--- src/rtl/ssplit_pkg.sv ---
`timescale 1ns/1ps
package ssplit_pkg;
    typedef enum logic [1:0] {
        SPL_TOP   = 2'd0,
        SPL_ARMED = 2'd1,
        SPL_LOWER = 2'd2
    } spl_state_e;

    typedef struct packed {
        logic       bord;
        logic [2:0] vfine;
        logic [3:0] hdelay;
    } scroll_t;

    localparam logic [1:0] SEL_SPLIT  = 2'd0;
    localparam logic [1:0] SEL_ALT_HI = 2'd1;
    localparam logic [1:0] SEL_ALT_LO = 2'd2;
    localparam logic [1:0] SEL_SCROLL = 2'd3;

    localparam int ROW_W = 3;
endpackage

--- src/rtl/ssplit_regs.sv ---
`timescale 1ns/1ps
module ssplit_regs
    import ssplit_pkg::*;
#(
    parameter int MA_W = 14
) (
    input  logic            clk,
    input  logic            rst_n,
    input  logic            cpu_we,
    input  logic [1:0]      cpu_sel,
    input  logic [7:0]      cpu_wdata,
    output logic [7:0]      split_line,
    output logic [MA_W-1:0] alt_base,
    output scroll_t         scroll
);
    localparam int HI_W = MA_W - 8;

    always_ff @(posedge clk or negedge rst_n) begin
        if (!rst_n) begin
            split_line <= '0;
            alt_base   <= '0;
            scroll     <= '0;
        end else if (cpu_we) begin
            unique case (cpu_sel)
                SEL_SPLIT:  split_line <= cpu_wdata;
                SEL_ALT_HI: alt_base[MA_W-1:8] <= cpu_wdata[HI_W-1:0];
                SEL_ALT_LO: alt_base[7:0] <= cpu_wdata;
                SEL_SCROLL: scroll <= scroll_t'(cpu_wdata);
                default:    split_line <= split_line;
            endcase
        end
    end
endmodule

--- src/rtl/ssplit_fsm.sv ---
`timescale 1ns/1ps
module ssplit_fsm
    import ssplit_pkg::*;
#(
    parameter int MA_W = 14
) (
    input  logic            clk,
    input  logic            rst_n,
    input  logic            frame_start,
    input  logic            line_start,
    input  logic [7:0]      line_num,
    input  logic            row_start,
    input  logic [MA_W-1:0] crtc_ma,
    input  logic [7:0]      split_line,
    input  logic [MA_W-1:0] alt_base,
    output spl_state_e      state,
    output logic [MA_W-1:0] ssa_cap,
    output logic [MA_W-1:0] ma_eff
);
    spl_state_e      nxt;
    logic [MA_W-1:0] delta;
    logic            hit_split;

    assign hit_split = line_start && (split_line != 8'd0) && (line_num == split_line);

    always_comb begin
        nxt = state;
        unique case (state)
            SPL_TOP:   if (hit_split) nxt = SPL_ARMED;
            SPL_ARMED: if (row_start) nxt = SPL_LOWER;
            SPL_LOWER: nxt = SPL_LOWER;
            default:   nxt = SPL_TOP;
        endcase
        if (frame_start) nxt = SPL_TOP;
    end

    always_ff @(posedge clk or negedge rst_n) begin
        if (!rst_n) state <= SPL_TOP;
        else        state <= nxt;
    end

    always_ff @(posedge clk or negedge rst_n) begin
        if (!rst_n) begin
            ssa_cap <= '0;
            delta   <= '0;
        end else begin
            if (state == SPL_TOP && nxt == SPL_ARMED)
                ssa_cap <= alt_base;
            if (state == SPL_ARMED && nxt == SPL_LOWER)
                delta <= ssa_cap - crtc_ma;
        end
    end

    always_comb begin
        unique case (state)
            SPL_TOP:   ma_eff = crtc_ma;
            SPL_ARMED: ma_eff = row_start ? ssa_cap : crtc_ma;
            SPL_LOWER: ma_eff = crtc_ma + delta;
            default:   ma_eff = crtc_ma;
        endcase
    end
endmodule

--- src/rtl/ssplit_compose.sv ---
`timescale 1ns/1ps
module ssplit_compose
    import ssplit_pkg::*;
#(
    parameter int MA_W  = 14,
    parameter int COL_W = 7
) (
    input  logic             clk,
    input  logic             rst_n,
    input  logic [MA_W-5:0]  ma_low,
    input  logic [1:0]       ma_page,
    input  logic [ROW_W-1:0] crtc_ra,
    input  logic [COL_W-1:0] col,
    input  scroll_t          scroll,
    output logic [MA_W:0]    vaddr,
    output logic [3:0]       pix_delay,
    output logic             border_ext
);
    logic [ROW_W-1:0] ra_eff;

    assign ra_eff = crtc_ra + scroll.vfine;

    always_ff @(posedge clk or negedge rst_n) begin
        if (!rst_n) begin
            vaddr      <= '0;
            pix_delay  <= '0;
            border_ext <= 1'b0;
        end else begin
            vaddr      <= {ma_page, ra_eff, ma_low};
            pix_delay  <= scroll.hdelay;
            border_ext <= scroll.bord && (col == '0);
        end
    end
endmodule

--- src/rtl/ssplit_scroll_gen.sv ---
`timescale 1ns/1ps
module ssplit_scroll_gen
    import ssplit_pkg::*;
#(
    parameter int MA_W  = 14,
    parameter int COL_W = 7
) (
    input  logic             clk,
    input  logic             rst_n,
    input  logic             cpu_we,
    input  logic [1:0]       cpu_sel,
    input  logic [7:0]       cpu_wdata,
    input  logic             frame_start,
    input  logic             line_start,
    input  logic [7:0]       line_num,
    input  logic             row_start,
    input  logic [MA_W-1:0]  crtc_ma,
    input  logic [ROW_W-1:0] crtc_ra,
    input  logic [COL_W-1:0] col,
    output logic [MA_W:0]    vaddr,
    output logic [3:0]       pix_delay,
    output logic             border_ext
);
    logic [7:0]      split_line;
    logic [MA_W-1:0] alt_base;
    scroll_t         scroll;
    spl_state_e      fsm_state;
    logic [MA_W-1:0] ssa_cap;
    logic [MA_W-1:0] ma_eff;

    ssplit_regs #(.MA_W(MA_W)) u_regs (
        .clk        (clk),
        .rst_n      (rst_n),
        .cpu_we     (cpu_we),
        .cpu_sel    (cpu_sel),
        .cpu_wdata  (cpu_wdata),
        .split_line (split_line),
        .alt_base   (alt_base),
        .scroll     (scroll)
    );

    ssplit_fsm #(.MA_W(MA_W)) u_fsm (
        .clk         (clk),
        .rst_n       (rst_n),
        .frame_start (frame_start),
        .line_start  (line_start),
        .line_num    (line_num),
        .row_start   (row_start),
        .crtc_ma     (crtc_ma),
        .split_line  (split_line),
        .alt_base    (alt_base),
        .state       (fsm_state),
        .ssa_cap     (ssa_cap),
        .ma_eff      (ma_eff)
    );

    ssplit_compose #(.MA_W(MA_W), .COL_W(COL_W)) u_compose (
        .clk        (clk),
        .rst_n      (rst_n),
        .ma_low     (ma_eff[MA_W-5:0]),
        .ma_page    (ma_eff[MA_W-1:MA_W-2]),
        .crtc_ra    (crtc_ra),
        .col        (col),
        .scroll     (scroll),
        .vaddr      (vaddr),
        .pix_delay  (pix_delay),
        .border_ext (border_ext)
    );
endmodule

--- config.mk ---
export PLATFORM = sky130hd
export DESIGN_NAME = ssplit_scroll_gen
export DESIGN_NICKNAME = d
export VERILOG_FILES = /design/src/rtl/ssplit_pkg.sv /design/src/rtl/ssplit_regs.sv /design/src/rtl/ssplit_fsm.sv /design/src/rtl/ssplit_compose.sv /design/src/rtl/ssplit_scroll_gen.sv
export SDC_FILE = /design/constraint.sdc
export NUM_CORES = 1
export LEC_CHECK = 0
export BUFFER_PORTS_ARGS = -buffer_cell sky130_fd_sc_hd__buf_2
export CORE_UTILIZATION = 35
export DETAILED_ROUTE_END_ITERATION = 7
export HOLD_SLACK_MARGIN = 0.12
export PLACE_DENSITY = 0.55
export SLEW_MARGIN = 20
export SYNTH_ARGS = -nofsm -noshare
export SYNTH_HDL_FRONTEND = slang
export SYNTH_SLANG_ARGS = --single-unit
--- constraint.sdc ---
create_clock -name clk -period 2.1 [get_ports clk]
set_input_delay 0.315 -clock clk [delete_from_list [all_inputs] [get_ports clk]]
set_output_delay 0.315 -clock clk [all_outputs]
set_load 0.01 [all_outputs]
### Yosys cells after proc, flatten, opt, wreduce, memory -nomap -nowiden

Cells that the tools add are included.
W data, S select, Z words.

| storage, ports and cells | value |
|---|---|
| bits in latches | 0 |
| memory bits (read-only) | 0 |
| memory bits (writable) | 0 |
| memories kept | 0 |
| flip-flop bits (word level) | 80 |

| operators by class | value |
|---|---|
| bitwise operators | 0 |
| shift operators | 0 |
| multiply operators | 0 |
| divide/modulo/power cells | 0 |
| reductions and logical operators | 13 |
| add/subtract/negate cells | 3 |
| $lt $le $gt $ge | 0 |
| equality and inequality tests | 8 |
| mux-type cells | 6 |

Operators with widths:

| kind | count |
|---|---|
| $pmux W14 S2 | 1 |
| $add A14 B14 Y14 | 1 |
| $mux W14 | 1 |
| $sub A14 B14 Y14 | 1 |
| $eq A2 B2 Y1 const B | 4 |
| $eq A8 B8 Y1 | 1 |
| $reduce_and A2 Y1 | 4 |
| $reduce_bool A8 Y1 | 1 |
| $logic_not A7 Y1 | 1 |
| $eq A2 B1 Y1 const B | 3 |
| $mux W2 | 3 |
| $pmux W2 S3 | 1 |
| $logic_and A1 B1 Y1 | 5 |
| $logic_not A2 Y1 | 2 |
| $add A3 B3 Y3 | 1 |

### Longest topological paths before layout

| depth | value |
|---|---|
| word-level depth | 8 |
| gate-level depth with buffers | 10 |

### By module

Synthesis repeated with hierarchy kept, for this count alone.

| second synthesis, totals | value |
|---|---|
| cell total of the unflattened synthesis | 431 |
| area total of the unflattened synthesis | 4688.2 um^2 |

By module, submodules not included:

| module | seq. area each (um^2) | cells each | times used | area an instance (um^2) |
|---|---|---|---|---|
| ssplit_fsm | 750.7 | 340 | 1 | 2981.6 |
| ssplit_regs | 750.7 | 64 | 1 | 1136.1 |
| ssplit_compose | 500.5 | 27 | 1 | 570.5 |

### Least setup slack after synthesis

Ideal clock, no wire load.

| timing path | value |
|---|---|
| kind | reg-to-reg |
| from | register u_regs.split_line[2] |
| to | register u_fsm.ssa_cap[10] |
| period minus slack after synthesis | 2.101 ns |
| cell stages (with the launch flop) | 9 |
| library setup time | 0.125 ns |
| data arrival time | 1.975 ns |
| setup slack | -0.001 ns |
| required time | 1.975 ns |
| cell sequence | dfrtp_1 > or4_1 > o22ai_1 > o41ai_1 > and2_4 > and3b_1 > buf_6 > buf_6 > mux2_4 |

| on the way | value |
|---|---|
| longest elaborated chain between the ends | 8 |
| elaborated cells on any way between the ends | 9 |
| classes of those cells | eq/ne (2); mux (3); reduce/logical (4) |

RTL lines:

| what | RTL line | source |
|---|---|---|
| start, declared | ssplit_regs.sv:12 | `output logic [7:0] split_line,` |
| start signal, assigned | ssplit_regs.sv:25 | `SEL_SPLIT: split_line <= cpu_wdata;` |
| start signal, assigned | ssplit_regs.sv:29 | `default: split_line <= split_line;` |
| $reduce_bool A8 Y1 | ssplit_fsm.sv:24 | `assign hit_split = line_start && (split_line != 8'd0) && (line_num == split_line);` |
| $logic_and A1 B1 Y1 | ssplit_fsm.sv:24 |  |
| $logic_and A1 B1 Y1 * | ssplit_fsm.sv:24 |  |
| $mux W2 * | ssplit_fsm.sv:29 | `SPL_TOP: if (hit_split) nxt = SPL_ARMED;` |
| $pmux W2 S3 * | ssplit_fsm.sv:28 | `unique case (state)` |
| $mux W2 * | ssplit_fsm.sv:34 | `if (frame_start) nxt = SPL_TOP;` |
| named net u_fsm.nxt[0] | ssplit_fsm.sv:20 | `spl_state_e nxt;` |
| $eq A2 B1 Y1 * | ssplit_fsm.sv:47 | `if (state == SPL_TOP && nxt == SPL_ARMED)` |
| $logic_and A1 B1 Y1 * | ssplit_fsm.sv:47 |  |
| end signal, assigned | ssplit_fsm.sv:48 | `ssa_cap <= alt_base;` |
| end, declared | ssplit_fsm.sv:17 | `output logic [MA_W-1:0] ssa_cap,` |

The timed path passes the listed nets; every way through them passes the cells marked *.
A chain may end at the register's enable or synchronous reset.

### Worst setup path in the final report

Ends and elaborated chain as after synthesis.

==> impl_metrics.toml <==
[logic_synthesis]
synth.most_common_cell = "dfrtp_1"
yosys.area.top_type_share_pct = 45.16
yosys-top-cells-area = "dfrtp_1, mux2_2, ha_1"
synth_edf_count = 0
ys.warnings.count = 0
synth_area_sq_mm = 0.004433
ys.flop_type = "dfrtp_1"
synthArstFlopShare_pct = 100.0
yosysTopAreaCell = "dfrtp_1"
syn_area_per_cell_sq_um = 11.03
yosys.cell_types.count = 49
synth_commonest_cells = "dfrtp_1, o21ai_0, mux2_2"
ys_seq_area_share_pct = 45.16
synth_fp_nets = 484
synthCells = 402
ys_ff_latch = 80

[sta]
fmax_mhz = 463.5
clock_skew_ns = 0.004666
period_needed_ns = 2.158
hold_viol = 0
drv_slew = 0
worst_pin_slew_ns = 0.4328
setup_viol = 14
worst_slack_ns = -0.05764
rsz0062_at_grt = "true"
period_share_pct = 102.7
max_slew_margin_pct = 71.04

[setup_path]
crit_chain = "or4_4 -> o22ai_2 -> o41ai_4 -> and2_4 -> and3b_1 -> buf_12 -> mux2_4"
end_kind = "flop"
crit_slowest_cell = "or4_4"
arrival_ns = 2.37
ff2ff_path_depth = 7
worstSetupPathType = "flop to flop"
required_ns = 2.32
r2r_slack_ns = -0.06
cp_max_fo = 14
critPathLaunchType = "flop"
slowest_delay_ns = 0.54
r2r-end = "u_fsm.ssa_cap[10]"
timing.rr.start = "u_regs.split_line[2]"

[clock_network]
worstSkewPairLatency_ns = 0.33
clk_pin_slew_worst_paths_ns = 0.06
cts_buffers = 9
htree_levels = 3
clockBufferDepth = 2
cts-root-buf = "clkbuf_16"
cts_tree = "built"
clock-sinks = 80

[global_routing]
grt_pass1_wl_microns = 16450
grt_max_degree = 56
grt_usage_pct = 16.30
antenna_found_initial = 0
grt_pass1_vias = 3404
grt_overflow = 0

[placed_design]
placed_area_sq_mm = 0.005290
io_buffers = 67
gp_congestion = 0.9078
dp_hpwl_microns = 7671

[cells_and_area]
antenna-diode-count = 0
final_layout_size_suffix_gt1_share_pct = 37.74
area_growth_pct = 29.33
fin_util_pct = 47.14
nNetsFinal = 599
fin_area_sq_mm = 0.005733

[routing]
first_pass_iters = 4
drt-vias-per-instance = 4.854
wl_microns = 9989
vias = 3349
wl_per_cell_microns = 14.48
drtAntennaViolNets = 0
drc_errors = 0
drt_iter0_drc = 142

[die]
row_count = 40
coreArea_sq_mm = 0.01216
chipHeight_microns = 114.5
pin_count = 68
die_x_microns = 114.5
dieArea_sq_mm = 0.01312
start_util_pct = 36.45

[worst_hold_path]
worstHoldStart = "crtc_ra[0]"
min_delay_path_depth = 2
hold_path_class = "input port to flop"
min_to = "u_compose.vaddr[10]"

[power]
finalPower_mw = 4.474
p_per_area_mw_per_mm2 = 780.4
vdd_drop_max_v = 0.0004385
leakage_nw = 2.758

[run_status]
run_status = "complete, but fails checks"
violations = "negative setup slack"

[flow_run]
drv_cap = 0
[registers in the layout, indices dropped and copies added, names as in the netlist]
| register | count |
|---|---|
| u_compose.border_ext | 1 |
| u_compose.pix_delay | 4 |
| u_compose.vaddr | 15 |
| u_fsm.delta | 14 |
| u_fsm.ssa_cap | 14 |
| u_fsm.state | 2 |
| u_regs.alt_base | 14 |
| u_regs.scroll | 8 |
| u_regs.split_line | 8 |
[worst max path at each step]
stage | from | end | slack (ns) | cells after the start
after floorplan | u_regs.split_line[1] | u_fsm.ssa_cap[10] | 0.001 | 8
after global placement | crtc_ma[0] | u_fsm.delta[10] | -0.09 | 9
after detailed placement | crtc_ma[0] | u_compose.vaddr[8] | -0.13 | 11
after CTS | u_regs.split_line[6] | u_fsm.ssa_cap[1] | -0.06 | 7
after global routing | u_regs.split_line[3] | u_fsm.ssa_cap[2] | -0.11 | 7
final | u_regs.split_line[2] | u_fsm.ssa_cap[10] | -0.06 | 7
[logic make-up after synthesis]
family / synth area share, %
AND/OR/NAND/NOR: 10.27
AO/OA/AOI/OAI: 12.96
multiplexers: 12.50
flip-flops: 45.16
buffers and inverters: 3.471
XOR/XNOR: 5.532
adder cells (fa/ha/maj): 10.10
[report_power, final]
group          switching, mW  total, mW  leakage [nW]  internal (mW)
combinational          0.458       1.01          1.60          0.550
clock                  0.634       1.60         0.147          0.964
sequential             0.123       1.87          1.01           1.75
[layout make-up]
type / instances / area (sq um)
clock inverters: 5 / 63.81
fillers: 1131 / 6429
well taps: 168 / 210.2
clock buffers: 11 / 242.7
repair buffers: 112 / 703.2
flip-flops and latches: 80 / 2003
inverters: 29 / 108.9
multi-input cells: 285 / 2401
[layout by cell type (no fill, tap or decap), types with 3 or more instances in the layout]
master / synthesis / routed
dfrtp_1: 80 / 79
buf_2: 0 / 66
buf_4: 0 / 43
mux2_2: 35 / 35
o21ai_0: 36 / 31
inv_1: 29 / 27
nand2_1: 27 / 27
ha_1: 31 / 27
xnor2_1: 19 / 19
nor2_1: 15 / 15
a21oi_1: 11 / 10
mux2_4: 10 / 10
xor2_1: 9 / 9
clkbuf_16: 0 / 9
a22o_1: 8 / 8
nand3_1: 8 / 8
a22oi_1: 6 / 6
nand2b_1: 6 / 6
nor2b_1: 7 / 5
nand3b_1: 4 / 4
nor3_1: 5 / 4
a21o_1: 5 / 4
o21ai_1: 0 / 4
o21a_1: 3 / 3
o211ai_1: 3 / 3
ha_4: 0 / 3
[metrics by stage]
stage | hold slack (ns) | setup WS [ns] | std cells | setup TNS, ns
6_report | 0.2213 | -0.05764 | 690 | -0.6383
5_1_grt | 0.2181 | -0.1091 | 690 | -1.625
4_1_cts | 0.2148 | -0.05857 | 689 | -0.4809
3_5_place_dp | 0.2566 | -0.1263 | 671 | -1.641
3_3_place_gp | 0.2568 | -0.09148 | 671 | -1.217
2_1_floorplan | 0.01941 | 0.001270 | 402 | 0
[routing by layer]
metal,part of all wire (%),vias to the layer above,global-route usage [%],wire (microns)
met2,45,97,26.10,4484
li1,-,1664,-,-
met4,1.2,0,5.195,116
met3,5.2,11,3.600,519
met1,49,1577,21.91,4869
met5,0,-,0,0
[repair_timing]
action | in CTS | in global routing
gates resized for setup | 8 | 20
endpoints found under the setup margin | 18 | 23
hold endpoints to repair | 25 | 0
pin swaps | 5 | 11
hold buffers | 1 | 0
buffers inserted | 1 | 1
[critical path: cells and delay by family (launching register included)]
kind	cells	cell delay, ns
multiplexers	1	0.30
AND/OR/NAND/NOR	3	0.89
buffers and inverters	1	0.16
flip-flops	1	0.41
AO/OA/AOI/OAI	2	0.28
No activity file was read; power rests on OpenSTA's default activity.
